File: config.mk
export PLATFORM = sky130hd
export DESIGN_NAME = opiso_mul_mux
export DESIGN_NICKNAME = d
export VERILOG_FILES = /design/src/rtl/opiso_pkg.sv /design/src/rtl/opiso_isolate.sv /design/src/rtl/opiso_mult.sv /design/src/rtl/opiso_toggle_cnt.sv /design/src/rtl/opiso_mul_mux.sv
export SDC_FILE = /design/constraint.sdc
export NUM_CORES = 1
export LEC_CHECK = 0
export ABC_AREA = 1
export BUFFER_PORTS_ARGS = -buffer_cell sky130_fd_sc_hd__buf_2
export CORE_MARGIN = 2
export CORE_UTILIZATION = 40
export CTS_BUF_LIST = sky130_fd_sc_hd__clkbuf_16
export CTS_CLUSTER_DIAMETER = 40
export CTS_CLUSTER_SIZE = 16
export DETAILED_ROUTE_END_ITERATION = 6
export PLACE_DENSITY_LB_ADDON = 0.3
export SLEW_MARGIN = 20
export SYNTH_ARGS = -nofsm -noshare
export SYNTH_HDL_FRONTEND = slang
export SYNTH_SLANG_ARGS = --single-unit
File: constraint.sdc
create_clock -name clk -period 7.4 [get_ports clk]
set_input_delay 0.74 -clock clk [delete_from_list [all_inputs] [get_ports clk]]
set_output_delay 0.74 -clock clk [all_outputs]
set_load 0.02 [all_outputs]
File: src/rtl/opiso_pkg.sv
`timescale 1ns/1ps
package opiso_pkg;

    // Which way operands are isolated while the product is unused.
    typedef enum logic [1:0] {
        ISO_AND   = 2'd0,
        ISO_OR    = 2'd1,
        ISO_LATCH = 2'd2
    } iso_style_e;

    localparam int DEF_WIDTH = 16;
    localparam int DEF_CNT_W = 32;

    // Bits of a full-width product for a given operand width.
    function automatic int prod_width(input int w);
        return 2 * w;
    endfunction

endpackage

File: src/rtl/opiso_isolate.sv
`timescale 1ns/1ps
module opiso_isolate
    import opiso_pkg::*;
#(
    parameter int         WIDTH = DEF_WIDTH,
    parameter iso_style_e STYLE = ISO_AND
) (
    input  logic             obs_i,
    input  logic [WIDTH-1:0] d_i,
    output logic [WIDTH-1:0] q_o
);

    generate
        if (STYLE == ISO_AND) begin : g_and
            // Idle operands sit at zero.
            assign q_o = d_i & {WIDTH{obs_i}};
        end else if (STYLE == ISO_OR) begin : g_or
            // Idle operands sit at all ones.
            assign q_o = d_i | {WIDTH{~obs_i}};
        end else begin : g_lat
            logic [WIDTH-1:0] hold_q;
            // Open while the product is used, closed otherwise.
            always_latch begin
                if (obs_i) hold_q <= d_i;
            end
            assign q_o = hold_q;
        end
    endgenerate

endmodule

File: src/rtl/opiso_mult.sv
`timescale 1ns/1ps
module opiso_mult
    import opiso_pkg::*;
#(
    parameter int WIDTH = DEF_WIDTH
) (
    input  logic [WIDTH-1:0]                  a_i,
    input  logic [WIDTH-1:0]                  b_i,
    output logic [prod_width(WIDTH)-1:0]      p_o
);

    localparam int PW = prod_width(WIDTH);

    // Flop-free unsigned array multiplier.
    assign p_o = PW'(a_i) * PW'(b_i);

endmodule

File: src/rtl/opiso_toggle_cnt.sv
`timescale 1ns/1ps
module opiso_toggle_cnt #(
    parameter int BUS_W = 32,
    parameter int CNT_W = 32
) (
    input  logic             clk,
    input  logic             rst,
    input  logic [BUS_W-1:0] bus_i,
    output logic [CNT_W-1:0] cnt_o
);

    logic [BUS_W-1:0] snap_q;
    logic [CNT_W-1:0] cnt_q;

    always_ff @(posedge clk) begin
        snap_q <= bus_i;
        if (rst) cnt_q <= '0;
        else     cnt_q <= cnt_q + CNT_W'($countones(bus_i ^ snap_q));
    end

    assign cnt_o = cnt_q;

    // the activity total never goes backwards.
    a_r7_monotonic: assert property (@(posedge clk) disable iff (rst)
        1'b1 |=> cnt_q >= $past(cnt_q));

endmodule

File: src/rtl/opiso_mul_mux.sv
`timescale 1ns/1ps
module opiso_mul_mux
    import opiso_pkg::*;
#(
    parameter int         WIDTH   = DEF_WIDTH,
    parameter iso_style_e STYLE   = ISO_AND,
    parameter bit         OUT_REG = 1'b0,
    parameter int         CNT_W   = DEF_CNT_W
) (
    input  logic                      clk,
    input  logic                      rst,
    input  logic [WIDTH-1:0]          opa_i,
    input  logic [WIDTH-1:0]          opb_i,
    input  logic [2*WIDTH-1:0]        alt_i,
    input  logic                      sel_prod_i,
    output logic [2*WIDTH-1:0]        res_o,
    output logic [CNT_W-1:0]          toggles_o
);

    localparam int PW = prod_width(WIDTH);

    logic [WIDTH-1:0] iso_a, iso_b;
    logic [PW-1:0]    prod_w;
    logic [PW-1:0]    pick_w;

    opiso_isolate #(.WIDTH(WIDTH), .STYLE(STYLE)) u_iso_a (
        .obs_i (sel_prod_i),
        .d_i   (opa_i),
        .q_o   (iso_a)
    );

    opiso_isolate #(.WIDTH(WIDTH), .STYLE(STYLE)) u_iso_b (
        .obs_i (sel_prod_i),
        .d_i   (opb_i),
        .q_o   (iso_b)
    );

    opiso_mult #(.WIDTH(WIDTH)) u_mult (
        .a_i (iso_a),
        .b_i (iso_b),
        .p_o (prod_w)
    );

    assign pick_w = sel_prod_i ? prod_w : alt_i;

    opiso_toggle_cnt #(.BUS_W(2*WIDTH), .CNT_W(CNT_W)) u_act (
        .clk   (clk),
        .rst   (rst),
        .bus_i ({iso_a, iso_b}),
        .cnt_o (toggles_o)
    );

    // Product of the raw ports, used only by the checks below.
    logic [PW-1:0] port_prod;
    assign port_prod = PW'(opa_i) * PW'(opb_i);

    generate
        if (OUT_REG) begin : g_reg
            logic [PW-1:0] res_q;
            always_ff @(posedge clk) begin
                if (rst) res_q <= '0;
                else     res_q <= pick_w;
            end
            assign res_o = res_q;

            // the registered result is one cycle behind the ports.
            a_r3_one_cycle: assert property (@(posedge clk) disable iff (rst)
                1'b1 |=> res_o == ($past(sel_prod_i) ? $past(port_prod) : $past(alt_i)));
        end else begin : g_comb
            assign res_o = pick_w;

            // a selected product matches the raw operands.
            a_r1_product: assert property (@(posedge clk) disable iff (rst)
                sel_prod_i |-> res_o == port_prod);

            // the alternate word passes through unchanged.
            a_r2_alternate: assert property (@(posedge clk) disable iff (rst)
                !sel_prod_i |-> res_o == alt_i);
        end
    endgenerate

    // R6 (and R4/R5): the multiplier inputs stay still across back-to-back idle samples.
    a_r6_idle_quiet: assert property (@(posedge clk) disable iff (rst)
        (!sel_prod_i && !$past(sel_prod_i)) |-> ($stable(iso_a) && $stable(iso_b)));

endmodule

After elaboration in Yosys (flattened, before gate mapping):

Index checks and enable logic that the tools add are counted.

* $add $sub $neg: 32
* reductions and logical operators: 0
* multiply operators: 1
* div/mod/pow operators: 0
* bitwise operators: 3
* shift operators: 0
* equal/unequal tests: 0
* order comparisons: 0
* muxes and demuxes: 1

Operators by type and width (count)
* adder 32 bit: 16
* adder 1 x 1 -> 2 bit: 16
* bitwise AND 16 bit: 2
* multiplier 16 x 16 -> 32 bit: 1
* two-way mux 32 bit: 1
* XOR 32 bit: 1

* bits of input ports: 67
* ROM bits: 0
* logic and storage cells: 39
* memories kept: 0
* bits in registers: 64
* RAM bits: 0
* output and inout bits: 64
* bits in latches: 0

Longest topological paths before layout:

* depth after elaboration: 8
* gate-level depth with buffers: 29
* gate-level depth less buffers: 26

Modules after synthesis:

From an unflattened synthesis, not the netlist that was laid out.

* cells, all modules: 1975
* area, all modules: 13849.5 sq um

By module, submodules not included
* opiso_mult: instances 1, area each 9406.5 sq um, cells an instance 1366, seq. area each 0.0 sq um
* opiso_toggle_cnt: instances 1, area each 3623.5 sq um, cells an instance 437, seq. area each 1281.2 sq um
* opiso_mul_mux: instances 1, area each 491.7 sq um, cells an instance 104, seq. area each 0.0 sq um
* opiso_isolate: instances 2, area each 163.9 sq um, cells an instance 34, seq. area each 0.0 sq um

Worst setup path before layout:

Ideal clock, no wire load.

* path kind: input-to-output
* start: in sel_prod_i
* end: out res_o[15]
* path buffers: 2
* path slack: 0.460 ns
* stages: 24
* data required time: 6.660 ns
* arrival: 6.200 ns
* cells stage by stage: buf_2 -> nand2_1 -> inv_1 -> clkbuf_1 -> nand2_1 -> fa_1 -> inv_1 -> fa_1 -> inv_1 -> fa_1 -> inv_1 -> fa_1 -> fa_1 -> inv_1 -> fa_1 -> inv_1 -> ha_1 -> nand2_1 -> inv_1 -> nand2_1 -> nand2_1 -> nand3b_1 -> xnor2_1 -> o21ai_0

* longest elaborated chain between the ends: 3

RTL lines
* start, declared: line opiso_mul_mux.sv:15 `input logic sel_prod_i,`
* bitwise AND 16 bit: line opiso_isolate.sv:16 `assign q_o = d_i & {WIDTH{obs_i}};`
* named net iso_b[7]: line opiso_mul_mux.sv:22 `logic [WIDTH-1:0] iso_a, iso_b;`
* multiplier 16 x 16 -> 32 bit: line opiso_mult.sv:15 `assign p_o = PW'(a_i) * PW'(b_i);`
* two-way mux 32 bit: line opiso_mul_mux.sv:44 `assign pick_w = sel_prod_i ? prod_w : alt_i;`
* end, declared: line opiso_mul_mux.sv:16 `output logic [2*WIDTH-1:0] res_o,`

The timed path passes the listed nets, and every way through them passes these cells.

Worst setup path after layout:

* start: in sel_prod_i
* end: out res_o[31]

* longest elaborated chain between the ends: 3

RTL lines (line)
* bitwise AND 16 bit: opiso_isolate.sv:16
* named net iso_a[8]: opiso_mul_mux.sv:22
* multiplier 16 x 16 -> 32 bit: opiso_mult.sv:15
* two-way mux 32 bit: opiso_mul_mux.sv:44

The timed path passes the listed nets, and every way through them passes these cells.

==> impl_metrics.tcl <==
set metrics [dict create \
    outcome "finished with violations" \
    violations "DRC" \
    cts.reportedPaths.clkPinSlew_ps 60 \
    synth_compound_area_share_pct 3.25 \
    min-delay-start "u_act.cnt_o[31]" \
    finalSetupTns_ps 0 \
    synth-adder-area-share_pct 46.2 \
    hold_viol 0 \
    final_layout_size_suffix_gt1_share_pct 10.7 \
    root_buffer "clkbuf_16" \
    rsz0062_at_grt "yes" \
    ys_ff_latch 64 \
    yosys.area.top_type_share_pct 33.6 \
    dp_hpwl_um 32300 \
    critPathLaunchType "primary input" \
    leakage_nw 8.31 \
    syn_nets 2247 \
    maxSlewHeadroom_pct 61.0 \
    area_growth_pct 12.9 \
    routed_wirelength_um 36900 \
    rows 66 \
    fmax_mhz 139 \
    critPathLaunch "sel_prod_i" \
    synth_cells 1824 \
    crit_type "in2out" \
    clock_latency_ps 340 \
    routabilityCongestion 0.944 \
    tritoncts "done" \
    core_area_um2 32600 \
    vias 11600 \
    seq_area_frac_synth_pct 9.65 \
    diodes 0 \
    die_y_um 186 \
    synth.area.top_cells "fa_1 34%, nand2_1 14%, ha_1 13%" \
    post-route-period-util_pct 97.0 \
    holdBufCountCts 0 \
    antenna_found_initial 0 \
    synth.mux.area_fraction_pct 0 \
    final-setup-viol-count 0 \
    synth_most_common_cell "nand2_1" \
    p_per_area_nw_per_um2 333 \
    grt_max_degree 43 \
    cts_buffers 9 \
    worstPathMaxFanout 19 \
    holdCritPathClass "reg2reg" \
    period_minus_slack_ps 7180 \
    globalRouteOverflowTotal 0 \
    detail-route-antenna-nets 0 \
    drt-initial-drc-count 685 \
    fillers 3368 \
    ys.flop_type "dfxtp_1" \
    crit_path_end_kind "output pin" \
    grt_usage_pct 22.3 \
    skew_ps 7.00 \
    htreeDepth 3 \
    yosys.area.top_type "fa_1" \
    grt_pass1_vias 11600 \
    ys_types 33 \
    synth.cell_area_um2 13300 \
    synth-async-reset-ratio_pct 0 \
    drc 1 \
    numPortBuffers 130 \
    peakVddDrop_uv 315 \
    tightest_slew_ps 584 \
    dieArea_um2 34700 \
    synthXorXnorAreaFrac_pct 3.30 \
    hold_ws_ps 484 \
    finish.net_count 2394 \
    rr_startpoint "u_act.snap_q[11]" \
    synth-simple-area-share_pct 23.8 \
    cap_violations 0 \
    avgRoutedWirePerCell_um 15.3 \
    yosys-top-cells-count "490 x nand2_1, 440 x inv_1, 223 x fa_1" \
    grt_pass1_wl_um 59300 \
    clock_sinks 64 \
    initial_core_util_pct 40.7 \
    synth_edf_count 0 \
    synth_top_family_by_area "adder cells" \
    critPathRequiredTime_ps 6660 \
    worstPathArrival_ps 6440 \
    vias_per_cell 4.80 \
    synth_warnings 0 \
    die_w_um 186 \
    clockBufferDepth 2 \
    avgSynthCellArea_um2 7.28 \
    final_max_slew_viol_count 0 \
    firstDrtPassIters 7 \
    ios 131 \
]
[path summary, 6_finish.rpt]
path	to	slack, ps	depth (start not counted)
max	res_o[31]	220	24
max reg2reg	u_act.cnt_o[18]	2350	21
min	u_act.cnt_o[31]	480	2
min reg2reg	u_act.cnt_o[31]	480	2
[sequential cells by signal (all words and copies together), names as in the netlist]
register	cells
u_act.cnt_o	32
u_act.snap_q	32
[where the power goes]
part           switching, mW  total [mW]  internal [mW]
logic                   2.60        4.13           1.53
clock network          0.161       0.453          0.292
registers             0.0146       0.399          0.384
[timing repair]
item                                    CTS  global route
resized for setup                         1            11
endpoints found under the setup margin    1            19
setup buffers                             0             1
[stage by stage]
| stage | setup slack [ps] | utilization (%) | instances | total power, mW | cell area [µm²] |
|---|---|---|---|---|---|
| finish | 220 | 46.0 | 2417 | 4.99 | 15000 |
| global route | -30.5 | 46.0 | 2417 | 5.68 | 15000 |
| CTS | 39.4 | 45.8 | 2416 | 5.06 | 14900 |
| detailed placement | 10.6 | 44.9 | 2401 | 4.58 | 14600 |
| global placement | 102 | 44.9 | 2401 | 4.52 | 14600 |
| floorplan | 460 | - | 1824 | 3.55 | 13300 |
[metal layers]
metal	wire, µm	track usage, %
met1	15300	28.8
met2	17900	38.4
met4	925	5.86
met3	2800	4.34
met5	0	0
[layout by cell type, fill, tap and decap left out, drive strengths merged, types with 13 or more instances in the layout]
cell,instances
a21oi,44
buf,166
clkinv,13
dfxtp,64
fa,223
ha,133
inv,444
nand2,498
nand3,51
nand3b,14
nor2,193
o21ai,30
xnor2,47
[final cells by class]
type	instances	area [µm²]	area share, %
multi-input combinational	1272	10200	67.9
inverter	457	1730	11.5
sequential	64	1280	8.55
timing repair buffer	167	943	6.29
tap	442	553	3.69
clock buffer	9	225	1.50
clock inverter	6	85.1	0.568
[kinds of logic after synthesis]
| group | Yosys count |
|---|---|
| xor+xnor | 50 |
| buf+inv | 488 |
| compound gates | 82 |
| fa+ha+maj | 356 |
| simple gates | 784 |
| flops | 64 |
[critical path, cell delays in order]
cell      delay (ps)
clkbuf_4         240
nand2_1          220
clkinv_1         260
buf_4            250
nand2_1           70
fa_1             450
fa_1             530
inv_1             60
fa_1             550
fa_1             460
fa_1             500
inv_1             50
fa_1             470
inv_1             40
ha_1             350
nand2_1          120
nor2_1           310
nand2_1          160
nor2_1           120
nand2_1           70
nand3_1          100
nand3_1           70
nand2_1           70
buf_2            160
(Power assumes the default switching activity.)
